**src/rtl/sar_host_pkg.sv**
```systemverilog
package sar_host_pkg;

  typedef enum logic [2:0] {
    ST_IDLE,
    ST_CNVHI,
    ST_WAITEOC,
    ST_XFER,
    ST_QUIET
  } hostStateT;

  // strobes from control to datapath, all single-cycle
  typedef struct packed {
    logic convStart;
    logic xferStart;
    logic sckFall;
    logic sdoSample;
    logic xferDone;
    logic restart;
  } hostStrobeT;

endpackage

```
**src/rtl/sar_host_ctrl.sv**
```systemverilog
module sar_host_ctrl
  import sar_host_pkg::*;
#(
  parameter int TIMER_W    = 16,
  parameter int CNV_HI_CYC = 2,
  parameter int QUIET_CYC  = 3,
  parameter int SCK_HALF   = 2,
  parameter int NPULSE     = 17
) (
  input  logic               clk,
  input  logic               rstN,
  input  logic [TIMER_W-1:0] periodCycles,
  input  logic [TIMER_W-1:0] timeoutCycles,
  input  logic               adcSdo,
  output logic               adcCnv,
  output logic               adcSck,
  output hostStrobeT         strb
);

  localparam int HOLD_MAX = (CNV_HI_CYC > QUIET_CYC) ? CNV_HI_CYC : QUIET_CYC;
  localparam int HOLD_W   = $clog2(HOLD_MAX + 1);
  localparam int HALF_W   = $clog2(SCK_HALF + 1);
  localparam int PULSE_W  = $clog2(NPULSE + 1);

  hostStateT          state;
  logic [TIMER_W-1:0] timerCnt;
  logic [TIMER_W-1:0] tmoCnt;
  logic [HOLD_W-1:0]  holdCnt;
  logic [HALF_W-1:0]  halfCnt;
  logic [PULSE_W-1:0] pulseCnt;
  logic               tick;
  logic               endLow;
  logic               endHigh;
  logic               timeoutHit;

  // free-running sample-rate timer
  assign tick = (timerCnt >= periodCycles - TIMER_W'(1));

  always_ff @(posedge clk) begin
    if (!rstN || tick) timerCnt <= '0;
    else               timerCnt <= timerCnt + TIMER_W'(1);
  end

  assign endLow     = (state == ST_XFER) && !adcSck && (halfCnt == HALF_W'(SCK_HALF - 1));
  assign endHigh    = (state == ST_XFER) &&  adcSck && (halfCnt == HALF_W'(SCK_HALF - 1));
  assign timeoutHit = (state == ST_WAITEOC) && adcSdo && (tmoCnt >= timeoutCycles - TIMER_W'(1));

  always_comb begin
    strb           = '0;
    strb.convStart = (state == ST_IDLE) && tick;
    strb.xferStart = (state == ST_WAITEOC) && !adcSdo;
    strb.sckFall   = endHigh;
    strb.sdoSample = endHigh && (pulseCnt != '0);
    strb.xferDone  = endHigh && (pulseCnt == PULSE_W'(NPULSE - 1));
    strb.restart   = timeoutHit;
  end

  always_ff @(posedge clk) begin
    if (!rstN) begin
      state    <= ST_IDLE;
      adcCnv   <= 1'b0;
      adcSck   <= 1'b0;
      holdCnt  <= '0;
      halfCnt  <= '0;
      pulseCnt <= '0;
      tmoCnt   <= '0;
    end else begin
      case (state)
        ST_IDLE: if (strb.convStart) begin
          state   <= ST_CNVHI;
          adcCnv  <= 1'b1;
          holdCnt <= '0;
        end
        ST_CNVHI: if (holdCnt == HOLD_W'(CNV_HI_CYC - 1)) begin
          state  <= ST_WAITEOC;
          adcCnv <= 1'b0;
          tmoCnt <= '0;
        end else begin
          holdCnt <= holdCnt + HOLD_W'(1);
        end
        ST_WAITEOC: if (strb.xferStart) begin
          state    <= ST_XFER;
          halfCnt  <= '0;
          pulseCnt <= '0;
        end else if (timeoutHit) begin
          state <= ST_IDLE;
        end else begin
          tmoCnt <= tmoCnt + TIMER_W'(1);
        end
        ST_XFER: if (endLow) begin
          adcSck  <= 1'b1;
          halfCnt <= '0;
        end else if (endHigh) begin
          adcSck   <= 1'b0;
          halfCnt  <= '0;
          pulseCnt <= pulseCnt + PULSE_W'(1);
          if (strb.xferDone) begin
            state   <= ST_QUIET;
            holdCnt <= '0;
          end
        end else begin
          halfCnt <= halfCnt + HALF_W'(1);
        end
        ST_QUIET: if (holdCnt == HOLD_W'(QUIET_CYC - 1)) state <= ST_IDLE;
                  else holdCnt <= holdCnt + HOLD_W'(1);
        default: state <= ST_IDLE;
      endcase
    end
  end

  assert_cnv_width_R1: assert property (@(posedge clk) disable iff (!rstN)
    $rose(adcCnv) |=> adcCnv);
  assert_sck_quiet_R2: assert property (@(posedge clk) disable iff (!rstN)
    adcCnv |-> !adcSck);
  assert_sample_high_R5: assert property (@(posedge clk) disable iff (!rstN)
    strb.sdoSample |-> adcSck);
  assert_sck_after_eoc_R3: assert property (@(posedge clk) disable iff (!rstN)
    $rose(adcSck) |-> (state == ST_XFER) && !adcCnv);

endmodule

```
**src/rtl/sar_host_dp.sv**
```systemverilog
module sar_host_dp
  import sar_host_pkg::*;
#(
  parameter int RES_W = 16,
  parameter int CFG_W = 14,
  parameter int NCHAN = 4,
  parameter int LAG   = 2,
  parameter logic [CFG_W-2:0] CFG_BASE = '0
) (
  input  logic                     clk,
  input  logic                     rstN,
  input  hostStrobeT               strb,
  input  logic                     adcSdo,
  output logic                     adcDin,
  output logic                     resValid,
  output logic [RES_W-1:0]         resData,
  output logic [$clog2(NCHAN)-1:0] resChan,
  output logic                     errFlag
);

  localparam int CHAN_W = $clog2(NCHAN);
  localparam int WARM_W = $clog2(LAG + 1);

  logic [CFG_W-1:0]  dinSr;
  logic [RES_W-1:0]  resSr;
  logic [WARM_W-1:0] warmCnt;
  logic [CHAN_W-1:0] chanCnt;
  logic [CHAN_W-1:0] tagPipe [LAG+1];
  logic              warm;
  logic              clearSeq;

  assign warm     = (warmCnt == WARM_W'(LAG));
  assign clearSeq = !rstN || strb.restart;
  assign adcDin   = dinSr[CFG_W-1];

  // setup word: overwrite flag set until warm-up ends
  always_ff @(posedge clk) begin
    if (!rstN)              dinSr <= '0;
    else if (strb.xferStart) dinSr <= {!warm, CFG_BASE};
    else if (strb.sckFall)   dinSr <= {dinSr[CFG_W-2:0], 1'b0};
  end

  always_ff @(posedge clk) begin
    if (!rstN)               resSr <= '0;
    else if (strb.sdoSample) resSr <= {resSr[RES_W-2:0], adcSdo};
  end

  always_ff @(posedge clk) begin
    if (clearSeq)                 chanCnt <= '0;
    else if (strb.convStart)      chanCnt <= (chanCnt == CHAN_W'(NCHAN - 1)) ? '0 : chanCnt + CHAN_W'(1);
  end

  // channel of each conversion travels alongside the converter pipeline
  always_ff @(posedge clk) begin
    if (clearSeq)            tagPipe[0] <= '0;
    else if (strb.convStart) tagPipe[0] <= chanCnt;
  end

  for (genvar i = 1; i <= LAG; i++) begin : gTag
    always_ff @(posedge clk) begin
      if (clearSeq)            tagPipe[i] <= '0;
      else if (strb.convStart) tagPipe[i] <= tagPipe[i-1];
    end
  end

  always_ff @(posedge clk) begin
    if (clearSeq)                    warmCnt <= '0;
    else if (strb.xferDone && !warm) warmCnt <= warmCnt + WARM_W'(1);
  end

  always_ff @(posedge clk) begin
    if (!rstN) begin
      resValid <= 1'b0;
      resData  <= '0;
      resChan  <= '0;
      errFlag  <= 1'b0;
    end else begin
      resValid <= strb.xferDone && warm;
      if (strb.xferDone && warm) begin
        resData <= {resSr[RES_W-2:0], adcSdo};
        resChan <= tagPipe[LAG];
      end
      if (strb.restart)       errFlag <= 1'b1;
      else if (strb.xferDone) errFlag <= 1'b0;
    end
  end

  assert_din_idle_R2: assert property (@(posedge clk) disable iff (!rstN)
    strb.convStart |-> !adcDin);
  assert_valid_pulse_R7: assert property (@(posedge clk) disable iff (!rstN)
    resValid |=> !resValid);
  assert_no_valid_on_fault_R8: assert property (@(posedge clk) disable iff (!rstN)
    strb.restart |=> !resValid && errFlag);

endmodule

```
**src/rtl/sar_adc_host.sv**
```systemverilog
module sar_adc_host
  import sar_host_pkg::*;
#(
  parameter int         TIMER_W       = 16,
  parameter int         CLK_PERIOD_NS = 8,
  parameter int         CNV_MIN_NS    = 10,
  parameter int         QUIET_PRE_NS  = 20,
  parameter int         QUIET_POST_NS = 10,
  parameter int         SCK_HALF      = 2,
  parameter logic [2:0] INPUT_MODE    = 3'b111,
  parameter logic [2:0] LAST_CHAN     = 3'd3,
  parameter logic       BW_FULL       = 1'b0,
  parameter logic [2:0] REF_SEL       = 3'b111,
  parameter logic [1:0] SEQ_MODE      = 2'b11,
  parameter logic       READBACK      = 1'b0
) (
  input  logic               clk,
  input  logic               rstN,
  input  logic [TIMER_W-1:0] periodCycles,
  input  logic [TIMER_W-1:0] timeoutCycles,
  input  logic               adcSdo,
  output logic               adcCnv,
  output logic               adcSck,
  output logic               adcDin,
  output logic               resValid,
  output logic [15:0]        resData,
  output logic [1:0]         resChan,
  output logic               errFlag
);

  localparam int CNV_NS     = (CNV_MIN_NS > QUIET_POST_NS) ? CNV_MIN_NS : QUIET_POST_NS;
  localparam int CNV_HI_CYC = (CNV_NS + CLK_PERIOD_NS - 1) / CLK_PERIOD_NS;
  localparam int QUIET_CYC  = (QUIET_PRE_NS + CLK_PERIOD_NS - 1) / CLK_PERIOD_NS;
  localparam int NPULSE     = READBACK ? 31 : 17;
  localparam int NCHAN      = int'(LAST_CHAN) + 1;
  localparam logic [12:0] CFG_BASE = {INPUT_MODE, LAST_CHAN, BW_FULL, REF_SEL, SEQ_MODE, READBACK};

  hostStrobeT strb;

  sar_host_ctrl #(
    .TIMER_W(TIMER_W), .CNV_HI_CYC(CNV_HI_CYC), .QUIET_CYC(QUIET_CYC),
    .SCK_HALF(SCK_HALF), .NPULSE(NPULSE)
  ) u_ctrl (
    .clk(clk), .rstN(rstN), .periodCycles(periodCycles), .timeoutCycles(timeoutCycles),
    .adcSdo(adcSdo), .adcCnv(adcCnv), .adcSck(adcSck), .strb(strb)
  );

  sar_host_dp #(
    .RES_W(16), .CFG_W(14), .NCHAN(NCHAN), .LAG(2), .CFG_BASE(CFG_BASE)
  ) u_dp (
    .clk(clk), .rstN(rstN), .strb(strb), .adcSdo(adcSdo), .adcDin(adcDin),
    .resValid(resValid), .resData(resData), .resChan(resChan), .errFlag(errFlag)
  );

endmodule

```
**config.mk**
```make
export PLATFORM = sky130hd
export DESIGN_NAME = sar_adc_host
export DESIGN_NICKNAME = d
export VERILOG_FILES = /design/src/rtl/sar_host_pkg.sv /design/src/rtl/sar_host_ctrl.sv /design/src/rtl/sar_host_dp.sv /design/src/rtl/sar_adc_host.sv
export SDC_FILE = /design/constraint.sdc
export NUM_CORES = 1
export LEC_CHECK = 0
export ABC_AREA = 1
export CORE_MARGIN = 5
export CORE_UTILIZATION = 25
export CTS_CLUSTER_DIAMETER = 30
export DETAILED_ROUTE_END_ITERATION = 16
export DONT_BUFFER_PORTS = 1
export PLACE_DENSITY_LB_ADDON = 0.05
export SLEW_MARGIN = 20
export SYNTH_ARGS = -nofsm -noshare
export SYNTH_HDL_FRONTEND = slang
export SYNTH_SLANG_ARGS = --single-unit
export TNS_END_PERCENT = 100
```
**constraint.sdc**
```tcl
create_clock -name clk -period 6.48 [get_ports clk]
set_input_delay 0.972 -clock clk [delete_from_list [all_inputs] [get_ports clk]]
set_output_delay 0.972 -clock clk [all_outputs]
set_load 0.005 [all_outputs]
```
==> results of run 1 <==
## cells by family (layout without fill, tap and decap cells)
logic type / count (synthesis) / after routing / synth area share, %
AO/OA/AOI/OAI: 116 / 116 / 10.9
XOR/XNOR: 43 / 43 / 6.57
adder cells (fa/ha/maj): 42 / 42 / 9.17
buffers and inverters: 121 / 121 / 8.30
flip-flops: 104 / 104 / 37.4
AND/OR/NAND/NOR: 372 / 372 / 27.7
## sequential cells by signal (all words and copies together) (netlist names)
| signal | count |
|---|---|
| u_dp.warmCnt | 2 |
| u_ctrl.adcCnv | 1 |
| u_dp.resData | 16 |
| u_ctrl.timerCnt | 16 |
| u_ctrl.tmoCnt | 16 |
| u_dp.errFlag | 1 |
| u_dp.resSr | 15 |
| u_ctrl.state | 3 |
| u_dp.chanCnt | 2 |
| u_dp.tagPipe | 6 |
| u_dp.resChan | 2 |
| u_dp.resValid | 1 |
| u_ctrl.halfCnt | 2 |
| u_dp.dinSr | 13 |
| u_ctrl.pulseCnt | 5 |
| u_ctrl.adcSck | 1 |
| u_ctrl.holdCnt | 2 |
## stage by stage
| stage | setup WS, ns | utilization [%] | hold slack, ns | instances |
|---|---|---|---|---|
| CTS | 2.40 | 27.8 | 0.462 | 1083 |
| global route | 1.94 | 27.8 | 0.486 | 1083 |
| global placement | 2.09 | 26.6 | 0.446 | 1067 |
| floorplan | 2.81 | - | 0.430 | 798 |
| detailed placement | 2.01 | 26.6 | 0.451 | 1067 |
| finish | 2.48 | 27.8 | 0.461 | 1083 |
## cells in the final DEF, fill, tap and decap left out, types with 3 or more instances in the layout
master / synthesis / layout
xor2_1: 25 / 25
nand3b_1: 3 / 3
clkbuf_16: 0 / 9
ha_1: 42 / 42
inv_2: 5 / 5
inv_1: 98 / 98
nor3_1: 29 / 29
dfxtp_1: 98 / 98
nor2_1: 114 / 114
a211oi_1: 4 / 4
o21ai_1: 7 / 7
o21ai_0: 27 / 27
nand3_1: 24 / 24
edfxtp_1: 6 / 6
nand4_1: 7 / 7
a31oi_1: 4 / 4
nand2_1: 175 / 175
or2_0: 3 / 3
xnor2_1: 18 / 18
a21oi_1: 67 / 67
nor3b_1: 3 / 3
nand2_2: 3 / 3
## synth_stat cells (5+ instances only)
| master | instances |
|---|---|
| inv_1 | 98 |
| o21ai_0 | 27 |
| nand3_1 | 24 |
| buf_2 | 5 |
| nand2_1 | 175 |
| nor2_1 | 114 |
| xnor2_1 | 18 |
| o21ai_1 | 7 |
| ha_1 | 42 |
| clkbuf_1 | 10 |
| edfxtp_1 | 6 |
| inv_2 | 5 |
| nand4_1 | 7 |
| xor2_1 | 25 |
| nor3_1 | 29 |
| a21oi_1 | 67 |
| dfxtp_1 | 98 |
## critical path, stage by stage
cell,delay [ns]
inv_1,0.08
ha_1,0.19
nand2_1,0.09
nor3_1,0.34
nand3_1,0.22
nor4_1,0.28
xor2_1,0.19
inv_1,0.06
ha_1,0.27
nand2_1,0.10
o21ai_0,0.10
a21oi_1,0.27
nand2_1,0.14
nand2_1,0.12
nand2_1,0.43
nor3_1,0.31
nor2_1,0.07
## power by group
| group | leakage [nW] | total [W] | switching [W] | internal (W) |
|---|---|---|---|---|
| Sequential | 0.853 | 0.000688 | 0.0000183 | 0.000670 |
| Combinational | 1.55 | 0.000259 | 0.000179 | 0.0000802 |
| Clock | 0.133 | 0.000521 | 0.000257 | 0.000264 |
## area by class of cell
type                       instances  area, sq um  area share (%)
clock buffer                      10          229            3.64
clock inverter                     6         45.0           0.717
timing repair buffer               2         15.0           0.239
multi-input combinational        573         3110            49.5
tap                              285          357            5.67
sequential                       104         2140            34.1
inverter                         103          387            6.15
## metal layers
metal	part of all wire, %	wire (microns)
met1	48	6620
met2	45	6230
met3	5.4	744
met4	1.1	156
met5	0	0
## worst paths after layout
kind                                        from                       endpoint  slack [ns]  cells after the start
hold / removal        u_dp.dinSr[4]$_SDFFE_PN0P_     u_dp.dinSr[5]$_SDFFE_PN0P_        0.46                      2
setup / recovery                timeoutCycles[0]  u_ctrl.tmoCnt[2]$_SDFFE_PN0P_        2.48                     17
hold reg to reg       u_dp.dinSr[4]$_SDFFE_PN0P_     u_dp.dinSr[5]$_SDFFE_PN0P_        0.46                      2
setup reg to reg  u_ctrl.tmoCnt[11]$_SDFFE_PN0P_  u_ctrl.tmoCnt[2]$_SDFFE_PN0P_        4.04                      9
==> results by group, run 1 <==
Run status
  – Outcome: completed

Layout
  – Layout Nets: 870
  – Area Overhead vs Synth: 9.72%
  – Share of layout cells above drive strength 1: 4.51%
  – Final instance area: ~6300 sq um
  – Antenna cells: 0
  – Fillcell total: 2487

STA
  – Final hold vios: 0
  – Clock Skews: about 0.011 ns
  – Worst Tran Pin Value: a little over 0.7 ns
  – FMAX: ~0.25 GHz
  – Setup TNS Final: 0 ns
  – RSZ-0062 raised after global routing: no
  – Final setup vio count: 0
  – Fin crit share: around three fifths
  – Final Max Slew Viols: 0
  – Slew headroom: 52.2%
  – Period minus WS final: about 4 ns

Synth
  – Main flop type after synthesis: dfxtp_1
  – Netlist cell types: 37
  – Synth area leader: dfxtp_1
  – Sequential share of the synthesized area: roughly 37%
  – Post-Syn Area: 5730 sq um
  – Synthesized net count: 875
  – Gate Count Post-Synth: ~800
  – YS warnings: 0
  – Synthesized flop and latch total: 104
  – Synth top area cells: dfxtp_1 34%, nand2_1 11%, ha_1 9.2%, nor2_1 7.5%, inv_1 6.4%
  – Synth async-reset ratio: 0%
  – Post-synth EDFFs: 6
  – Top cell type's share of synthesized area: around a third
  – Mean Syn Cell Area: between 7 and 8 sq um

Die
  – Chip width: approximately 160 microns
  – Die area: 26000 sq um
  – Initial cell density of the core: around a quarter
  – Die height: approximately 160 microns
  – Top-level I/O count: 58
  – Row count: 55
  – CORE AREA: 22600 sq um

Min path
  – Hold Crit Class: register to register

Route
  – Detailed Route Iter0 Violations: approximately 180
  – WL final: about 14000 microns
  – Post-route ant nets: 0
  – Drt wl/cell: approximately 13 microns
  – DR pass1 iterations: 5
  – Via-to-Cell Ratio: 4.43
  – Drc violations: 0
  – Routed via count: 4798

Worst setup path
  – CP endpoint kind: register
  – Worst setup SP type: input port
  – Critical Path AT: ~4.2 ns
  – Required time of the critical path: between 6 and 7 ns
  – CP Class: input port to register
  – Max Fanout on Critical Path: 20

Clock network
  – Worst skew pair latency: roughly 0.35 ns
  – Postcts setup bufs: 0
  – CTS Buffer Depth: 2
  – Hold buffers post-CTS: 0
  – Clock slew at reported path FFs: ~0.07 ns
  – TritonCTS buffer count: 9
  – Root Buffer: clkbuf_16
  – CTS sink count: about 100
  – CTS tree: done
  – H-tree depth: 3
  – Resized cells post-CTS: 0

GRT
  – Layer with the highest usage: met2
  – Total gr overflow: 0
  – First-pass GRT wire length: 22800 microns
  – Grt met3 use: 3.27%
  – Initial antenna violation count: 0
  – Vias in the first global route: between 4000 and 5000
  – GR Layer Usage met2: 17.1%
  – Gr usage total: a little over a tenth
  – Pin count of the biggest net entering global routing: 34
  – Met1 usage: 14.0%

Pwr
  – Leakage power: around 2.5 nW
  – Pwr Total: around 0.0015 W
  – Peak supply drop: 0.124 mV
  – PD cells: around 230 nW/um^2

Place
  – Port bufs: 0
  – Placed cell areas: around 6000 sq um
  – GP Congestion: slightly below 0.8
  – DP Wirelength: between 10000 and 15000 microns

Job
  – MaxCap Viol Count: 0
Note: power is estimated with default switching activity, not from simulation.
==> inputs of run 2 (changes only) <==
==> constraint.sdc (replaced) <==
create_clock -name clk -period 3.4 [get_ports clk]
set_input_delay 0.51 -clock clk [delete_from_list [all_inputs] [get_ports clk]]
set_output_delay 0.51 -clock clk [all_outputs]
set_load 0.005 [all_outputs]
==> run 2 against run 1 <==
Compared with the run above: non-clock buffer count increased by 30; clock power rose by 110%; routed wire length is 0.77% lower; sequential cell count did not move; via count increased by 1.1%; sequential power up 90%; sequential share of layout area down 1.6 points; first-iteration DRC count up 2.2%; worst hold slack worse by 0.17 ns; global-route usage about the same; largest cell class unchanged; highest routed layer unchanged.
==> results by group, run 2 (synthesis gave the netlist of run 1 again) <==
Worst setup path
  – Worst setup SP type: input port
  – Max Fanout on Critical Path: 6
  – CP peak stage delay: just under 0.3 ns
  – Required time of the critical path: 3.49 ns
  – CP most frequent cell: nand2_1
  – Critical Path AT: 3.12 ns
  – Critical-path top delay cell: ha_1
  – Worst reg-to-reg setup slack: between 0.9 and 1 ns
  – Delay-heaviest family, CP: simple AND/OR/NAND/NOR gates
  – CP Class: input port to register
  – CP endpoint kind: register
  – Crit path cell chain: nor2_1 -> nand2_1 -> nor3_1 -> nand2_1 -> nor2_1 -> nand2_1 -> nor2_1 -> nand3b_1 -> xnor2_1 -> inv_1 -> ha_1 -> nand2_1 -> nor4_1 -> nand2_1 -> nand2_1 -> nand2_1 -> nand2_1 -> nor2_1 -> inv_1 -> nor2_1
  – CP Buf/Inv Count: 2

Pwr
  – Leakage power: 2.71 nW
  – PD cells: 446 nW/um^2
  – Peak supply drop: 0.277 mV
  – Pwr Total: 0.00293 W

GRT
  – Initial antenna violation count: 0
  – Total gr overflow: 0
  – Gr usage total: between 10% and 20%
  – Pin count of the biggest net entering global routing: 34
  – Vias in the first global route: ~4800
  – First-pass GRT wire length: around 23000 microns

STA
  – Slew headroom: 69.0%
  – Final hold vios: 0
  – Clock Skews: between 0.008 and 0.009 ns
  – Worst Tran Pin Value: 0.464 ns
  – Final Max Slew Viols: 0
  – FMAX: approximately 0.33 GHz
  – Setup TNS Final: 0 ns
  – Period minus WS final: roughly 3.0 ns
  – Fin crit share: between 80% and 90%
  – Final setup vio count: 0

Clock network
  – H-tree depth: 3
  – CTS sink count: about 100
  – Root Buffer: clkbuf_16
  – CTS tree: done
  – Postcts setup bufs: 0
  – Worst skew pair latency: 0.35 ns
  – TritonCTS buffer count: 9
  – CTS Buffer Depth: 2
  – Clock slew at reported path FFs: approximately 0.070 ns

Route
  – Drt wl/cell: ~12 microns
  – DR pass1 iterations: 4
  – Routed via count: ~4900
  – Detailed Route Iter0 Violations: ~190
  – Via-to-Cell Ratio: between 4 and 5
  – Drc violations: 0
  – Post-route ant nets: 0
  – WL final: about 14000 microns

Die
  – Row count: 55
  – Die area: 26000 sq um
  – Die height: 161 microns
  – CORE AREA: roughly 23000 sq um
  – Initial cell density of the core: approximately 25%
  – Top-level I/O count: 58
  – Chip width: about 160 microns

Min path
  – Hold Crit Class: input port to register

Layout
  – Most frequent cells in the layout: 174 x nand2_1, 114 x nor2_1, 98 x inv_1, 98 x dfxtp_1, 66 x a21oi_1
  – Antenna cells: 0
  – Regs by FF count: u_ctrl.timerCnt: 16 flops, u_ctrl.tmoCnt: 16 flops, u_dp.resData: 16 flops
  – Layout Nets: 900
  – Commonest non-fill, non-tap cell in the layout: nand2_1
  – Sequential cell area: roughly 2100 sq um
  – Area of the multi-input gates: roughly 3100 sq um
  – Fillcell total: 2474
  – Share of layout cells above drive strength 1: 8.45%
  – Area Overhead vs Synth: 15.0%

Run status
  – Outcome: completed

Place
  – GP Congestion: 0.757
  – Port bufs: 0
  – DP Wirelength: between 10000 and 15000 microns

Job
  – MaxCap Viol Count: 0
run 2: changes by cell type in the layout (fill, tap and decap cells not counted), moves of 2 or more:
cell	delta
buf_4	+28
buf_12	+2
clkbuf_8	+2
clkinv_4	-2
run 2: worst reg2reg max path: cells and delay by family, from the launching register on:
kind / cells / cell delay, ns
AND/OR/NAND/NOR: 3 / 0.54
buffers and inverters: 3 / 0.96
flip-flops: 1 / 0.43
AO/OA/AOI/OAI: 3 / 0.40
run 2: per-layer routing:
metal	global-route usage, %	vias up	wire length [microns]
met4	2.83	0	159
met3	3.09	14	748
met5	0	-	0
li1	-	2610	-
met1	13.7	2156	6560
met2	17.6	72	6180
run 2: cell type report:
type,count,area share [%]
Clock buffer,12,3.89
Clock inverter,4,0.760
Inverter,103,5.87
Tap cell,285,5.41
Timing Repair Buffer,32,4.03
Multi-Input combinational cell,573,47.5
Sequential cell,104,32.5
run 2: repair_timing:
action | CTS | global route
endpoints found under the setup margin | 0 | 24
hold endpoints to repair | 0 | 0
gates resized for setup | 0 | 4
hold buffers | 0 | 0
run 2: final timing paths:
path	from	endpoint	cells after the start
max reg2reg	u_ctrl.state[0]$_SDFFE_PN0P_	u_dp.resSr[11]$_SDFFE_PN0P_	9
max	timeoutCycles[1]	u_dp.tagPipe[2][1]$_SDFFCE_PN0P_	20
min reg2reg	u_dp.dinSr[3]$_SDFFE_PN0P_	u_dp.dinSr[3]$_SDFFE_PN0P_	2
min	rstN	u_ctrl.state[0]$_SDFFE_PN0P_	2
run 2: metrics by stage:
stage	util [%]	setup WS (ns)	cell area [sq um]	instances	hold WS, ns
after CTS	29.1	0.245	6570	1113	0.269
after floorplan	-	0.195	5730	798	0.430
final	29.2	0.370	6590	1113	0.293
after global routing	29.2	-0.0403	6590	1113	0.279
after detailed placement	27.7	-0.119	6260	1097	0.452
after global placement	27.7	-0.0932	6260	1097	0.444
run 2: power by group:
part / switching, W / internal (W) / leakage (nW) / total, W
Combinational: 0.000346 / 0.000196 / 1.70 / 0.000543
Sequential: 0.0000352 / 0.00128 / 0.853 / 0.00131
Clock: 0.000466 / 0.000614 / 0.154 / 0.00108
==> inputs of run 3 (changes only) <==
==> constraint.sdc (replaced) <==
create_clock -name clk -period 3.4 [get_ports clk]
set_input_delay 0.51 -clock clk [delete_from_list [all_inputs] [get_ports clk]]
set_output_delay 0.51 -clock clk [all_outputs]
set_load 0.02 [all_outputs]
==> run 3 against run 2 <==
Compared with the run above: worst hold slack about the same; sequential cell count unchanged; worst setup slack got worse by 0.032 ns; non-clock buffer count down 1; cell count about the same; combinational power increased by 0.7%; register-to-register slack worse by 0.02 ns; total power up 2.6%; count of clock-buffer cells in the layout is 2 lower; clock skew is 0.0020 ns higher; routed wire length is 0.82% higher.
==> results by group, run 3 (synthesis gave the netlist of run 1 again) <==
Job
  – MaxCap Viol Count: 0

GRT
  – First-pass GRT wire length: approximately 23000 microns
  – Pin count of the biggest net entering global routing: 34
  – Initial antenna violation count: 0
  – Gr usage total: between 10% and 20%
  – Vias in the first global route: approximately 4800
  – Total gr overflow: 0

Worst setup path
  – Worst setup SP type: input port
  – CP endpoint kind: register
  – Worst reg-to-reg setup slack: ~0.97 ns
  – CP Class: input port to register
  – CP most frequent cell: nand2_1
  – Critical Path AT: about 3.2 ns
  – Critical-path top delay cell: ha_1
  – Required time of the critical path: roughly 3.5 ns
  – Crit path cell chain: nor2_1 -> nand2_1 -> nor3_1 -> nand2_1 -> nor2_1 -> nand2_1 -> nor2_1 -> nand3b_1 -> xnor2_1 -> inv_1 -> ha_1 -> nand2_1 -> nor4_1 -> nand2_1 -> nand2_1 -> nand2_1 -> nand2_1 -> nor2_1 -> inv_1 -> nor2_1
  – Max Fanout on Critical Path: 6
  – CP peak stage delay: ~0.29 ns

Place
  – Port bufs: 0
  – Placed cells: around 1100
  – DP Wirelength: between 10000 and 15000 microns
  – GP Congestion: about 0.76
  – Place WS: -0.159 ns

Layout
  – Final core occ: about 30%
  – Regs by FF count: u_ctrl.timerCnt: 16 flops, u_ctrl.tmoCnt: 16 flops, u_dp.resData: 16 flops
  – Antenna cells: 0
  – Share of layout cells above drive strength 1: under 10%
  – Fin cells: 1112
  – Most frequent cells in the layout: 174 x nand2_1, 114 x nor2_1, 98 x inv_1, 98 x dfxtp_1, 66 x a21oi_1
  – Commonest non-fill, non-tap cell in the layout: nand2_1
  – Layout Nets: ~900
  – Area Overhead vs Synth: 15.2%

Die
  – CORE AREA: ~23000 sq um
  – Chip width: 161 microns
  – Die height: 161 microns
  – Row count: between 50 and 60
  – Die area: about 26000 sq um
  – Top-level I/O count: 58
  – Initial cell density of the core: between 20 and 30%

STA
  – Final hold vios: 0
  – Setup TNS Final: 0 ns
  – FMAX: approximately 0.33 GHz
  – Final setup vio count: 0
  – Slew headroom: between 60% and 70%
  – Worst Tran Pin Value: just under 0.5 ns
  – Final setup margin: around 0.34 ns
  – Fin crit share: between 90% and 100%
  – Final Max Slew Viols: 0
  – Clock Skews: between 0.01 and 0.015 ns
  – Period minus WS final: 3.06 ns

Pwr
  – Clock power share: a little under two fifths
  – Sw Ratio: a little under 30%
  – PD cells: between 400 and 500 nW/um^2
  – Switching Power: about 0.00087 W
  – Sequential power share: between 40% and 50%
  – Comb pwr share: between 15 and 20%
  – P_int: ~0.0021 W
  – Peak supply drop: around 0.28 mV
  – Leakage power: 2.71 nW
  – Pwr Total: ~0.003 W

Clock network
  – CTS tree: done
  – Clock slew at reported path FFs: ~0.070 ns
  – Worst skew pair latency: between 0.3 and 0.4 ns
  – Root Buffer: clkbuf_16
  – TritonCTS buffer count: 9
  – CTS sink count: ~100
  – Hold buffers post-CTS: 0
  – H-tree depth: 3
  – CTS Buffer Depth: 2

Min path
  – Hold Crit Class: input port to register

Route
  – Post-route ant nets: 0
  – Via-to-Cell Ratio: between 4 and 5
  – Detailed Route Iter0 Violations: around 180
  – DR pass1 iterations: 6
  – Drt wl/cell: ~12 microns
  – WL final: between 10000 and 15000 microns
  – Routed via count: a little under 5000
  – Drc violations: 0

Run status
  – Outcome: completed
==> run 3: cell count changes in the layout (fill, tap and decap cells not counted) <==
cell | previous run | this run
clkinvlp_4 | 0 | 1
bufinv_16 | 1 | 2
clkbuf_1 | 1 | 0
clkbuf_8 | 2 | 1
clkinv_4 | 0 | 1
inv_4 | 1 | 0
buf_4 | 30 | 29
==> run 3: per-layer routing <==
layer	vias to the layer above	GRT usage (%)	routed length (microns)	share of wire, %
met5	-	0	0	0
met4	0	2.40	82	0.60
met3	8	3.50	614	4.5
met2	45	18.2	6400	46
met1	2159	13.4	6660	48
li1	2595	-	-	-
==> run 3: path summary, 6_finish.rpt <==
kind                            depth (start not counted)                        from                                to
worst max-delay path                                   20            timeoutCycles[1]  u_dp.tagPipe[2][1]$_SDFFCE_PN0P_
worst min-delay path                                    2                        rstN      u_ctrl.state[1]$_SDFFE_PN0P_
worst max register to register                          9  u_ctrl.adcSck$_SDFFE_PN0P_        u_dp.resSr[9]$_SDFFE_PN0P_
worst min register to register                          2  u_dp.dinSr[7]$_SDFFE_PN0P_        u_dp.dinSr[8]$_SDFFE_PN0P_
==> run 3: timing repair <==
action	CTS	global route
endpoints found under the setup margin	0	18
setup buffers	0	0
resized for setup	0	4
==> run 3: power by group through the flow <==
stage / Sequential (W) / Combinational (W) / Clock, W
2_1_floorplan: 0.00133 / 0.000405 / 0
3_3_place_gp: 0.00134 / 0.000546 / 0
3_5_place_dp: 0.00134 / 0.000552 / 0
4_1_cts: 0.00132 / 0.000557 / 0.00121
5_1_grt: 0.00132 / 0.000631 / 0.00123
6_report: 0.00132 / 0.000547 / 0.00115
==> run 3: cell type report <==
class	instances	area, sq um
multi-input cells	573	3130
well taps	285	357
fillers	2447	16000
repair buffers	31	258
clock inverters	6	90.1
flip-flops and latches	104	2140
clock buffers	10	239
inverters	103	387
==> run 3: worst max-delay path: cells and delay by family <==
kind                       cells  cell delay (ns)
xor gates and xnor gates       1             0.15
adders and majority gates      1             0.29
buffers and inverters          2             0.21
and+or+nand+nor               16             1.97
==> run 3: stage by stage <==
stage	cell area, sq um	hold WS [ns]
after global routing	6600	0.269
after CTS	6580	0.265
final	6600	0.293
after floorplan	5730	0.430
after detailed placement	6250	0.455
after global placement	6250	0.442
